## config.mk

```make
export PLATFORM = sky130hd
export DESIGN_NAME = flash_id_responder
export DESIGN_NICKNAME = d
export VERILOG_FILES = /design/src/rtl/flash_id_responder.sv
export SDC_FILE = /design/constraint.sdc
export NUM_CORES = 1
export LEC_CHECK = 0
export ABC_AREA = 1
export BUFFER_PORTS_ARGS = -buffer_cell sky130_fd_sc_hd__buf_4
export CAP_MARGIN = 20
export CORE_UTILIZATION = 35
export CTS_CLUSTER_DIAMETER = 150
export DETAILED_ROUTE_END_ITERATION = 12
export PLACE_DENSITY_LB_ADDON = 0.15
export SLEW_MARGIN = 20
export SYNTH_ARGS = -nofsm -noshare
export SYNTH_HDL_FRONTEND = slang
export SYNTH_SLANG_ARGS = --single-unit
```

## constraint.sdc

```tcl
create_clock -name clk -period 0.9 [get_ports clk]
set_clock_uncertainty 0.05 [all_clocks]
set_input_delay 0.045 -clock clk [delete_from_list [all_inputs] [get_ports clk]]
set_output_delay 0.045 -clock clk [all_outputs]
set_load 0.02 [all_outputs]
```

## src/rtl/flash_id_responder.sv

```systemverilog
module flash_id_responder #(
  parameter int BANK_W     = 4,
  parameter int DEV_W      = 2,
  parameter int MAX_DEV_W  = 2,
  parameter int DATA_BYTES = 8,
  parameter int ADDR_W     = 16,
  parameter logic [15:0] MFR_CODE   = 16'h0089,
  parameter logic [15:0] DEV_CODE   = 16'h0018,
  parameter logic [31:0] LEGACY_ID  = 32'h1234_5678,
  parameter logic [7:0]  ARRAY_BYTE = 8'hA5,
  localparam int LGD  = $clog2(DATA_BYTES),
  localparam int SZ_W = (LGD < 2) ? 1 : $clog2(LGD + 1)
) (
  input  logic                    clk,
  input  logic                    rst_n,
  input  logic                    wr_en,
  input  logic [7:0]              wr_data,
  input  logic                    rd_en,
  input  logic [ADDR_W-1:0]       rd_addr,
  input  logic [SZ_W-1:0]         rd_size,
  output logic [8*DATA_BYTES-1:0] rd_data,
  output logic                    rd_valid
);
  localparam int RW      = 8 * DATA_BYTES;
  localparam int BW      = 8 * BANK_W;
  localparam int NCHUNK  = DATA_BYTES / BANK_W;
  localparam int DW_SAFE = (DEV_W == 0) ? 1 : DEV_W;
  localparam int SHIFT   = $clog2(BANK_W) + $clog2(MAX_DEV_W) - $clog2(DW_SAFE);
  localparam int LEG_SH  = (BANK_W == 2) ? 1 : (BANK_W == 4) ? 2 : 0;
  localparam logic [7:0] CMD_ID    = 8'h90;
  localparam logic [7:0] CMD_ARRAY = 8'hFF;

  function automatic bit is_pow2(input int x);
    return (x > 0) && ((x & (x - 1)) == 0);
  endfunction

  initial begin
    assert ((DEV_W == 0) || (is_pow2(DEV_W) && is_pow2(MAX_DEV_W) &&
            DEV_W <= MAX_DEV_W && MAX_DEV_W <= BANK_W))
      else $error("R10: device width parameters are inconsistent");
    assert (is_pow2(BANK_W) && is_pow2(DATA_BYTES) && BANK_W <= DATA_BYTES)
      else $error("R10: bank or data width is not a power of two");
  end

  logic id_mode;

  function automatic logic [BW-1:0] bank_query(input logic [ADDR_W-1:0] off);
    logic [7:0]    idx;
    logic [15:0]   sel;
    logic [BW-1:0] w;
    idx = 8'(off >> SHIFT);
    case (idx)
      8'd0:    sel = MFR_CODE;
      8'd1:    sel = DEV_CODE;
      default: sel = 16'h0000;
    endcase
    for (int b = 0; b < BANK_W; b++)
      w[8*b +: 8] = 8'(sel >> (8 * (b % DW_SAFE)));
    return w;
  endfunction

  function automatic logic [15:0] legacy_query(input logic [ADDR_W-1:0] off);
    logic [7:0] idx;
    idx = off[7:0] >> LEG_SH;
    case (idx)
      8'd0:    return LEGACY_ID[31:16];
      8'd1:    return LEGACY_ID[15:0];
      default: return 16'h0000;
    endcase
  endfunction

  logic [RW-1:0] resp;
  int sz, nbytes;

  always_comb begin
    sz     = (int'(rd_size) > LGD) ? LGD : int'(rd_size);
    nbytes = 1 << sz;
    resp   = '0;
    if (!id_mode) begin
      for (int b = 0; b < DATA_BYTES; b++) resp[8*b +: 8] = ARRAY_BYTE;
    end else if (DEV_W == 0) begin
      resp = RW'(legacy_query(rd_addr));
    end else begin
      for (int c = 0; c < NCHUNK; c++)
        if (c * BANK_W < nbytes)
          resp[c*BW +: BW] = bank_query(rd_addr + ADDR_W'(c * BANK_W));
    end
    for (int b = 0; b < DATA_BYTES; b++)
      if (b >= nbytes) resp[8*b +: 8] = 8'h00;
  end

  always_ff @(posedge clk or negedge rst_n) begin
    if (!rst_n) begin
      id_mode  <= 1'b0;
      rd_valid <= 1'b0;
      rd_data  <= '0;
    end else begin
      rd_valid <= rd_en;
      if (rd_en) rd_data <= resp;
      if (wr_en && wr_data == CMD_ID)         id_mode <= 1'b1;
      else if (wr_en && wr_data == CMD_ARRAY) id_mode <= 1'b0;
    end
  end

  assert_enter_id_R2: assert property (@(posedge clk) disable iff (!rst_n)
    (wr_en && wr_data == CMD_ID) |=> id_mode);
  assert_exit_id_R2: assert property (@(posedge clk) disable iff (!rst_n)
    (wr_en && wr_data == CMD_ARRAY) |=> !id_mode);
  assert_other_cmd_R2: assert property (@(posedge clk) disable iff (!rst_n)
    (wr_en && wr_data != CMD_ID && wr_data != CMD_ARRAY) |=> $stable(id_mode));
  assert_valid_rise_R4: assert property (@(posedge clk) disable iff (!rst_n)
    rd_en |=> rd_valid);
  assert_valid_fall_R4: assert property (@(posedge clk) disable iff (!rst_n)
    !rd_en |=> !rd_valid);
  assert_array_fill_R3: assert property (@(posedge clk) disable iff (!rst_n)
    (rd_en && !id_mode) |=> rd_data[7:0] == ARRAY_BYTE);
endmodule

```

### Word-level counts from Yosys, hierarchy flattened

Index checks and enable logic that the tools add are counted.

| word-level totals | value |
|---|---|
| register bits after elaboration | 66 |
| output and inout bits | 65 |
| logic and storage cells | 39 |
| input bits | 30 |

| operators by class | value |
|---|---|
| eq/ne operators | 4 |
| add/sub/neg operators | 1 |
| magnitude comparators | 10 |
| shift operators | 1 |
| reductions and logical operators | 5 |
| mux-type cells | 15 |

Operator list:

| cell | count |
|---|---|
| $ge A4 B32 Y1 const A | 4 |
| $ge A3 B32 Y1 const A | 2 |
| $mux W32 | 2 |
| $mux W64 | 1 |
| $mux W8 | 8 |
| $ge A1 B32 Y1 const A | 1 |
| $ge A2 B32 Y1 const A | 1 |
| $lt A1 B32 Y1 const A | 1 |
| $lt A4 B32 Y1 const A | 1 |
| $pmux W8 S2 | 2 |
| $shl A1 B2 Y32 const A | 1 |
| $eq A8 B1 Y1 const B | 2 |
| $eq A8 B8 Y1 const B | 2 |
| $logic_not A8 Y1 | 2 |
| $add A10 B3 Y10 const B | 1 |
| $logic_and A1 B1 Y1 | 2 |
| $mux W1 | 2 |
| $reduce_bool A2 Y1 | 1 |

### Logic depth before layout (Yosys ltp)

Gate-level depths: netlist (run 1).

| logic depth | value |
|---|---|
| depth in word-level cells | 6 |
| gate-level depth with buffers | 5 |

### Worst setup path after synthesis (run 1)

No wires, ideal clock.

| path | value |
|---|---|
| path type | flip-flop to output port |
| start point | register, netlist name rd_data[47] |
| end point | output port rd_data[37] |
| setup slack | 0.030 ns |
| stages on the path, launching flop included | 2 |
| arrival | 0.775 ns |
| buffers on the path | 1 |
| cell sequence | dfrtp_1 buf_4 |

RTL lines:

| element | RTL line | text |
|---|---|---|
| to (decl) | 21 | `output logic [8*DATA_BYTES-1:0] rd_data,` |

==> results_tabular.tex, run 1 <==
\begin{tabular}{lr}
\hline
Metric & Value \\
\hline
\multicolumn{2}{l}{\textbf{Run}} \\
Number of max-capacitance violations reported & 0 \\
\multicolumn{2}{l}{\textbf{Final layout}} \\
Layout-stage area growth over the synthesis result & 55.16\% \\
Final design utilization & 56.96\% \\
Fraction of layout instances using a drive strength above 1 & 45.83\% \\
ANT cells & 0 \\
Final-stage net count & around 250 \\
Final instance area & approximately 1900 sq um \\
\multicolumn{2}{l}{\textbf{STA}} \\
Final slew viol count & 0 \\
Hold Fails Final Rpt & 1 \\
Final setup viols & 47 \\
Setup repair after global routing missed its margin & true \\
Worst slack on hold paths & -0.02446 ns \\
Final critical-path setup slack & -0.1658 ns \\
Final period demand of the worst path & about 1.1 ns \\
Final Cycle Share & 118.4\% \\
Maximum clock frequency & approximately 940 MHz \\
Sum of negative setup slack & -4.555 ns \\
\multicolumn{2}{l}{\textbf{Hold path}} \\
Instance count along the most critical hold path & 4 \\
Tightest Hold Check Type & input port to flip-flop \\
\multicolumn{2}{l}{\textbf{Detailed routing}} \\
Post-route DRC violation count & 0 \\
DR vias/cell & 4.252 \\
Total detailed-routing wirelength & 2808 um \\
Final routed wire length divided by cell count & 10.72 um \\
DRT antenna net count & 0 \\
Router iterations before antenna repair & 6 \\
Vias after detailed routing & around 1,100 \\
Initial drt markers & 23 \\
\multicolumn{2}{l}{\textbf{Clock tree}} \\
Insertion delay of the later-clocked pin in the worst-skew pair & 0.31 ns \\
TritonCTS clock tree & yes \\
H-tree level count & 1 \\
CTS Buffer Depth & 2 \\
Clock transition at the registers of the reported paths & 0.11 ns \\
Total number of clock tree sinks & 20 \\
Inserted Clock Buffers & 3 \\
Root Buffer & sky130\_fd\_sc\_hd\_\_clkbuf\_4 \\
\multicolumn{2}{l}{\textbf{Global route}} \\
Global Route Usage Sum & approximately 15\% \\
GRT overflow & 0 \\
Vias in the first global route & 953 \\
Antenna violations before repair & 0 \\
Wire length of the first global-routing pass & 4057 um \\
Pin count of the biggest net entering global routing & 21 \\
\multicolumn{2}{l}{\textbf{Die}} \\
Chip height & 61.16 um \\
Initial Util & 36.71\% \\
Count of standard-cell rows & 21 \\
Core area & roughly 3300 sq um \\
Count of pins on the block boundary & 95 \\
Die area & about 3700 sq um \\
Width of the die & between 60 and 70 um \\
\multicolumn{2}{l}{\textbf{Placed design}} \\
Gp weighted congestion & 0.7682 \\
Half-perimeter wire length after detailed placement & 1924 um \\
Placed inst area & 1493 sq um \\
Pre-CTS worst setup slack & -0.06781 ns \\
Number of I/O port buffers & 62 \\
\multicolumn{2}{l}{\textbf{Logic synthesis}} \\
Sequential element share of the synthesized area & 40.86\% \\
Main area contributors after synthesis & sky130\_fd\_sc\_hd\_\_dfrtp\_1, sky130\_fd\_sc\_hd\_\_buf\_4, sky130\_fd\_sc\_hd\_\_nand2\_1 \\
Cell taking the most area after synthesis & sky130\_fd\_sc\_hd\_\_dfrtp\_1 \\
Yosys reg bits & 20 \\
Synthesized netlist cell count & 152 \\
Count of different cell masters after synthesis & 15 \\
Warnings, synthesis & 0 \\
Syn\_area\_per\_cell & 8.059 sq um \\
Fraction of synthesized cell area taken by the top area cell type & 40.86\% \\
Summed instance area of the synthesized netlist & 1225 sq um \\
\multicolumn{2}{l}{\textbf{Setup path}} \\
CP delay by family, top & flip-flops \\
Delay contributed by the slowest stage of the critical path & around 0.48 ns \\
Crit path cell chain & buf\_4 \\
Signal arrival time at the worst endpoint & 0.97 ns \\
Buffer and inverter count on the worst path & 1 \\
Kind of start point of the critical path & flip-flop \\
Data required time at the worst endpoint & between 0.8 and 0.9 ns \\
Crit path kind & flip-flop to primary output \\
Highest fanout seen on the critical path & 11 \\
Worst reg2reg path depth & 4 \\
CP max stage cell & sky130\_fd\_sc\_hd\_\_dfrtp\_2 \\
Critical path capture point type & primary output \\
Path length in cells of the critical path & 1 \\
\multicolumn{2}{l}{\textbf{Status}} \\
Result of the run & finished with violations \\
Failing checks & negative hold slack, negative setup slack \\
\multicolumn{2}{l}{\textbf{Power and ir drop}} \\
Power per cell area & $\sim$1200 nW/um\^{}2 \\
Leakage power summed over all cells & $\sim$1 nW \\
Worst voltage drop across the vdd grid & 0.5114 mV \\
\hline
\end{tabular}
[metal layers]
metal	GRT usage (%)	part of all wire, %	vias to the layer above
met2	28.26	54	53
li1	-	-	533
met5	0	0	-
met4	4.870	1.4	0
met1	16.75	37	523
met3	3.571	6.8	5
[per-stage QoR]
| step | instances | power, mW |
|---|---|---|
| after floorplan | 175 | 1.525 |
| after global placement | 238 | 1.642 |
| after detailed placement | 238 | 1.649 |
| after CTS | 260 | 2.319 |
| after global routing | 262 | 2.475 |
| final | 262 | 2.346 |
[worst min-delay path, cell delays in order]
cell and delay, ns:
sky130_fd_sc_hd__buf_4 0.10, sky130_fd_sc_hd__nor3_2 0.04, sky130_fd_sc_hd__nand4_1 0.08, sky130_fd_sc_hd__nand2_1 0.05
[cells in the final DEF (no fill, tap or decap), types with 4 or more instances in the layout]
master                           n
sky130_fd_sc_hd__conb_1         24
sky130_fd_sc_hd__dfrtp_1        16
sky130_fd_sc_hd__buf_4          42
sky130_fd_sc_hd__dfrtp_2         4
sky130_fd_sc_hd__nand3_1         5
sky130_fd_sc_hd__buf_6          32
sky130_fd_sc_hd__nand2_1        38
sky130_fd_sc_hd__nand4_1         4
sky130_fd_sc_hd__nor2_1          9
sky130_fd_sc_hd__dlygate4sd3_1  11
[power breakdown]
group | leakage (nW) | internal [mW] | switching (mW)
Clock | 0.0210 | 0.248 | 0.287
Sequential | 0.254 | 0.944 | 0.0656
Combinational | 0.755 | 0.374 | 0.429
[layout make-up]
cell class,instances,area (sq um)
Clock buffer,4,36.28
Fill cell,300,1436
Timing Repair Buffer,85,785.8
Inverter,5,18.77
Sequential cell,20,505.5
Tap cell,46,57.56
Multi-Input combinational cell,102,496.7
[synthesized netlist by cell type (all sizes together)]
| cell | instances |
|---|---|
| buf | 48 |
| conb | 1 |
| dfrtp | 20 |
| inv | 5 |
| nand2 | 44 |
| nand3 | 7 |
| nand4 | 4 |
| nor2 | 14 |
| nor3 | 1 |
| nor3b | 1 |
| o211ai | 1 |
| o21ai | 5 |
| o21bai | 1 |
[worst paths after layout]
check	startpoint	endpoint	slack, ns
worst max-delay path	rd_data[47]	rd_data[42]	-0.17
worst min-delay path	rd_addr[4]	rd_data[20]	-0.02
worst max register to register	id_mode	rd_data[51]	-0.10
worst min register to register	rd_data[4]	rd_data[4]	0.47
max in group asynchronous	rst_n	id_mode	0.48
min in group asynchronous	rst_n	rd_data[4]	0.08
[what timing repair did]
action	4_1_cts	5_1_grt
resized for setup	37	24
endpoints found under the hold margin	30	7
hold buffers	10	2
buffers inserted	8	1
setup endpoints to repair	50	57
pin swaps	4	6
[state kept, by name, indices dropped and copies added, names as in the netlist]
name      flops
id_mode       1
rd_data      18
rd_valid      1
[cells by family (layout without fill, tap and decap cells)]
family          count (synthesis)  count (layout)  share of synthesized area, %
simple gates                   71              71                         24.31
other cells                     1              24                        0.3061
compound gates                  7               7                         3.269
buf+inv                        53              94                         31.26
flops                          20              20                         40.86
(Power assumes the default switching activity.)
==> run 2, diff against run 1 <==
--- a/config.mk
+++ b/config.mk
@@ -5,7 +5,6 @@
 export SDC_FILE = /design/constraint.sdc
 export NUM_CORES = 1
 export LEC_CHECK = 0
-export ABC_AREA = 1
 export BUFFER_PORTS_ARGS = -buffer_cell sky130_fd_sc_hd__buf_4
 export CAP_MARGIN = 20
 export CORE_UTILIZATION = 35
==> results_tabular.tex, run 2 <==
\begin{tabular}{lr}
\hline
Metric & Value \\
\hline
\multicolumn{2}{l}{\textbf{Global route}} \\
Vias in the first global route & 922 (-3.3\%) \\
Wire length of the first global-routing pass & 3905 um (-3.7\%) \\
GR met3 Demand/Resource & 2.559\% (-1.0 points) \\
Most crowded layer after global routing & met2 \\
Routing usage on met1 & 16.49\% (-0.27 points) \\
GRT overflow & 0 (unchanged) \\
Global Route Usage Sum & 14.71\% (-0.41 points) \\
Pin count of the biggest net entering global routing & 21 (unchanged) \\
Antenna violations before repair & 0 (unchanged) \\
Met2 global-route usage & 26.53\% (-1.7 points) \\
\multicolumn{2}{l}{\textbf{Power and ir drop}} \\
Leakage power summed over all cells & 0.9104 nW (-12\%) \\
Power per cell area & 1161 nW/um\^{}2 (-5.9\%) \\
Worst voltage drop across the vdd grid & 0.4731 mV (-7.5\%) \\
\multicolumn{2}{l}{\textbf{Final layout}} \\
Fraction of layout instances using a drive strength above 1 & 55.26\% (+9.4 points) \\
Final design utilization & 60.71\% (+3.8 points) \\
Layout-stage area growth over the synthesis result & 58.71\% \\
Final-stage net count & 221 (-11\%) \\
Filler cells & 260 (-13\%) \\
Top flop regs & rd\_data (18), id\_mode (1), rd\_valid (1) \\
Final instance area & 1914 sq um (+0.72\%) \\
Most used cells in the layout excluding fill and tap cells & sky130\_fd\_sc\_hd\_\_buf\_6, sky130\_fd\_sc\_hd\_\_buf\_4, sky130\_fd\_sc\_hd\_\_conb\_1 \\
Flip-flop count of the largest register after layout & 18 (unchanged) \\
Most frequent standard cell in the layout excluding fill and tap cells & sky130\_fd\_sc\_hd\_\_buf\_6 \\
Register ranked first by flip-flop count & rd\_data \\
ANT cells & 0 (unchanged) \\
\multicolumn{2}{l}{\textbf{Hold path}} \\
Worst min-delay path startpoint & rd\_en \\
Tightest Hold Check Type & input port to flip-flop \\
\multicolumn{2}{l}{\textbf{STA}} \\
Hold Fails Final Rpt & 0 (-1) \\
Final slew viol count & 0 (unchanged) \\
Maximum clock frequency & 942.6 MHz (+0.47\%) \\
Final period demand of the worst path & 1.061 ns (-0.004964 ns) \\
Final critical-path setup slack & -0.1609 ns (+0.004964 ns) \\
Final Cycle Share & 117.9\% (-0.55 points) \\
Worst slack on hold paths & 0.003373 ns (+0.02784 ns) \\
Final setup viols & 58 (+23\%) \\
Setup repair after global routing missed its margin & true \\
\multicolumn{2}{l}{\textbf{Die}} \\
Core area & 3153 sq um (-5.5\%) \\
Die area & 3685 sq um (-1.5\%) \\
Count of pins on the block boundary & 95 (unchanged) \\
Initial Util & 38.25\% (+1.5 points) \\
Chip height & 60.71 um (-0.74\%) \\
Count of standard-cell rows & 20 (-4.8\%) \\
Width of the die & 60.71 um (-0.74\%) \\
\multicolumn{2}{l}{\textbf{Setup path}} \\
Crit path cell chain & buf\_4 \\
Data required time at the worst endpoint & 0.81 ns (about the same) \\
Delay contributed by the slowest stage of the critical path & 0.48 ns (about the same) \\
Critical path capture point type & primary output \\
Highest fanout seen on the critical path & 11 (unchanged) \\
CP delay by family, top & flip-flops \\
Launching element of the worst setup path & rd\_data[47] \\
Signal arrival time at the worst endpoint & 0.97 ns (about the same) \\
Buffer and inverter count on the worst path & 1 (unchanged) \\
Crit path kind & flip-flop to primary output \\
CP max stage cell & sky130\_fd\_sc\_hd\_\_dfrtp\_2 \\
Kind of start point of the critical path & flip-flop \\
Critical register-to-register path startpoint & id\_mode \\
\multicolumn{2}{l}{\textbf{Placed design}} \\
Placed inst area & 1513 sq um (+1.3\%) \\
Half-perimeter wire length after detailed placement & 1917 um (-0.34\%) \\
Number of I/O port buffers & 62 (unchanged) \\
Pre-CTS worst setup slack & -0.2462 ns (-0.1783 ns) \\
Gp weighted congestion & 0.7201 (-6.3\%) \\
\multicolumn{2}{l}{\textbf{Logic synthesis}} \\
List of most frequent post-synthesis cells & sky130\_fd\_sc\_hd\_\_buf\_4, sky130\_fd\_sc\_hd\_\_dfrtp\_1, sky130\_fd\_sc\_hd\_\_inv\_1, sky130\_fd\_sc\_hd\_\_o22ai\_1, sky130\_fd\_sc\_hd\_\_o21ai\_0 \\
Share of synthesized flip-flops with an asynchronous set or reset & 100.0\% (unchanged) \\
Number of enable flip-flop cells after synthesis & 0 (unchanged) \\
Dominant cell by count in the synthesized netlist & sky130\_fd\_sc\_hd\_\_buf\_4 \\
Syn\_area\_per\_cell & 9.069 sq um (+13\%) \\
Fraction of synthesized cell area taken by the top area cell type & 41.49\% (+0.64 points) \\
Yosys reg bits & 20 (unchanged) \\
Summed instance area of the synthesized netlist & 1206 sq um (-1.5\%) \\
Count of different cell masters after synthesis & 25 (+10) \\
Warnings, synthesis & 0 (unchanged) \\
Top FF cell, synth & sky130\_fd\_sc\_hd\_\_dfrtp\_1 \\
Cell taking the most area after synthesis & sky130\_fd\_sc\_hd\_\_dfrtp\_1 \\
Synthesized netlist cell count & 133 (-13\%) \\
Sequential element share of the synthesized area & 41.49\% (+0.64 points) \\
Main area contributors after synthesis & sky130\_fd\_sc\_hd\_\_dfrtp\_1, sky130\_fd\_sc\_hd\_\_buf\_4, sky130\_fd\_sc\_hd\_\_inv\_1 \\
\multicolumn{2}{l}{\textbf{Status}} \\
Result of the run & finished with violations \\
Failing checks & negative setup slack \\
\multicolumn{2}{l}{\textbf{Clock tree}} \\
H-tree level count & 1 (unchanged) \\
Total number of clock tree sinks & 20 (unchanged) \\
Insertion delay of the later-clocked pin in the worst-skew pair & 0.30 ns (about the same) \\
Clock transition at the registers of the reported paths & 0.11 ns (about the same) \\
CTS Buffer Depth & 2 (unchanged) \\
Inserted Clock Buffers & 3 (unchanged) \\
TritonCTS clock tree & yes \\
Root Buffer & sky130\_fd\_sc\_hd\_\_clkbuf\_4 \\
\multicolumn{2}{l}{\textbf{Detailed routing}} \\
DRT antenna net count & 0 (unchanged) \\
Vias after detailed routing & 1,028 (-7.7\%) \\
Router iterations before antenna repair & 4 (-2) \\
Final routed wire length divided by cell count & 11.29 um (+5.3\%) \\
Total detailed-routing wirelength & 2642 um (-5.9\%) \\
Post-route DRC violation count & 0 (unchanged) \\
Initial drt markers & 9 (-61\%) \\
DR vias/cell & 4.393 (+3.3\%) \\
\multicolumn{2}{l}{\textbf{Run}} \\
Number of max-capacitance violations reported & 0 (unchanged) \\
\hline
\end{tabular}
-- run 2: cell types whose count changed in the layout (fill, tap and decap cells not counted), sizes merged, moves of 6 or more --
cell	before	now
inv	5	16
o22ai	0	8
nand2	44	3
dlygate4sd3	11	5
nor2	14	5
-- run 2: final cells by class --
class | instances | area (sq um) | share of cell area (%)
repair buffers | 80 | 755.7 | 39.48
clock buffers | 4 | 36.28 | 1.895
multi-input cells | 70 | 500.5 | 26.14
well taps | 44 | 55.05 | 2.876
inverters | 16 | 62.56 | 3.268
flip-flops and latches | 20 | 504.2 | 26.34
-- run 2: stage by stage --
step / power (mW) / instances / TNS (ns)
after floorplan: 1.466 / 156 / -0.1319
after global placement: 1.575 / 220 / -2.343
after detailed placement: 1.585 / 220 / -2.763
after CTS: 2.199 / 231 / -4.786
after global routing: 2.318 / 234 / -7.397
final: 2.223 / 234 / -5.204
-- run 2: where the power goes --
| part | switching [mW] | total [mW] | internal [mW] | leakage, nW |
|---|---|---|---|---|
| logic | 0.392 | 0.709 | 0.317 | 0.640 |
| registers | 0.0440 | 0.977 | 0.933 | 0.250 |
| clock network | 0.289 | 0.537 | 0.247 | 0.0210 |
| total | 0.725 | 2.22 | 1.50 | 0.910 |
-- run 2: cells by family (layout without fill, tap and decap cells) --
kind of cell	after synthesis	count (layout)	share of synthesized area (%)
buf+inv	66	100	34.96
simple gates	23	23	10.37
compound gates	20	20	10.17
flops	20	20	41.49
mux	3	3	2.697
other cells	1	24	0.3109
-- run 2: worst paths after layout --
kind | to | slack (ns) | depth (start not counted)
worst max-delay path | rd_data[58] | -0.16 | 1
worst min-delay path | rd_data[15] | 0.003 | 2
worst max register to register | rd_data[35] | -0.10 | 3
worst min register to register | rd_data[15] | 0.50 | 1
max in group asynchronous | id_mode | 0.48 | 2
min in group asynchronous | rd_data[3] | 0.08 | 2
-- run 2: what timing repair did --
action,CTS,global route
hold endpoints to repair,27,0
pin swaps,4,2
endpoints found under the setup margin,56,59
hold buffers,5,0
buffers inserted,2,3
resized for setup,54,18
-- run 2: routing by layer --
layer | vias up | part of all wire (%)
met2 | 60 | 52
met3 | 4 | 7.4
met1 | 483 | 38
met5 | - | 0
li1 | 481 | -
met4 | 0 | 2.3
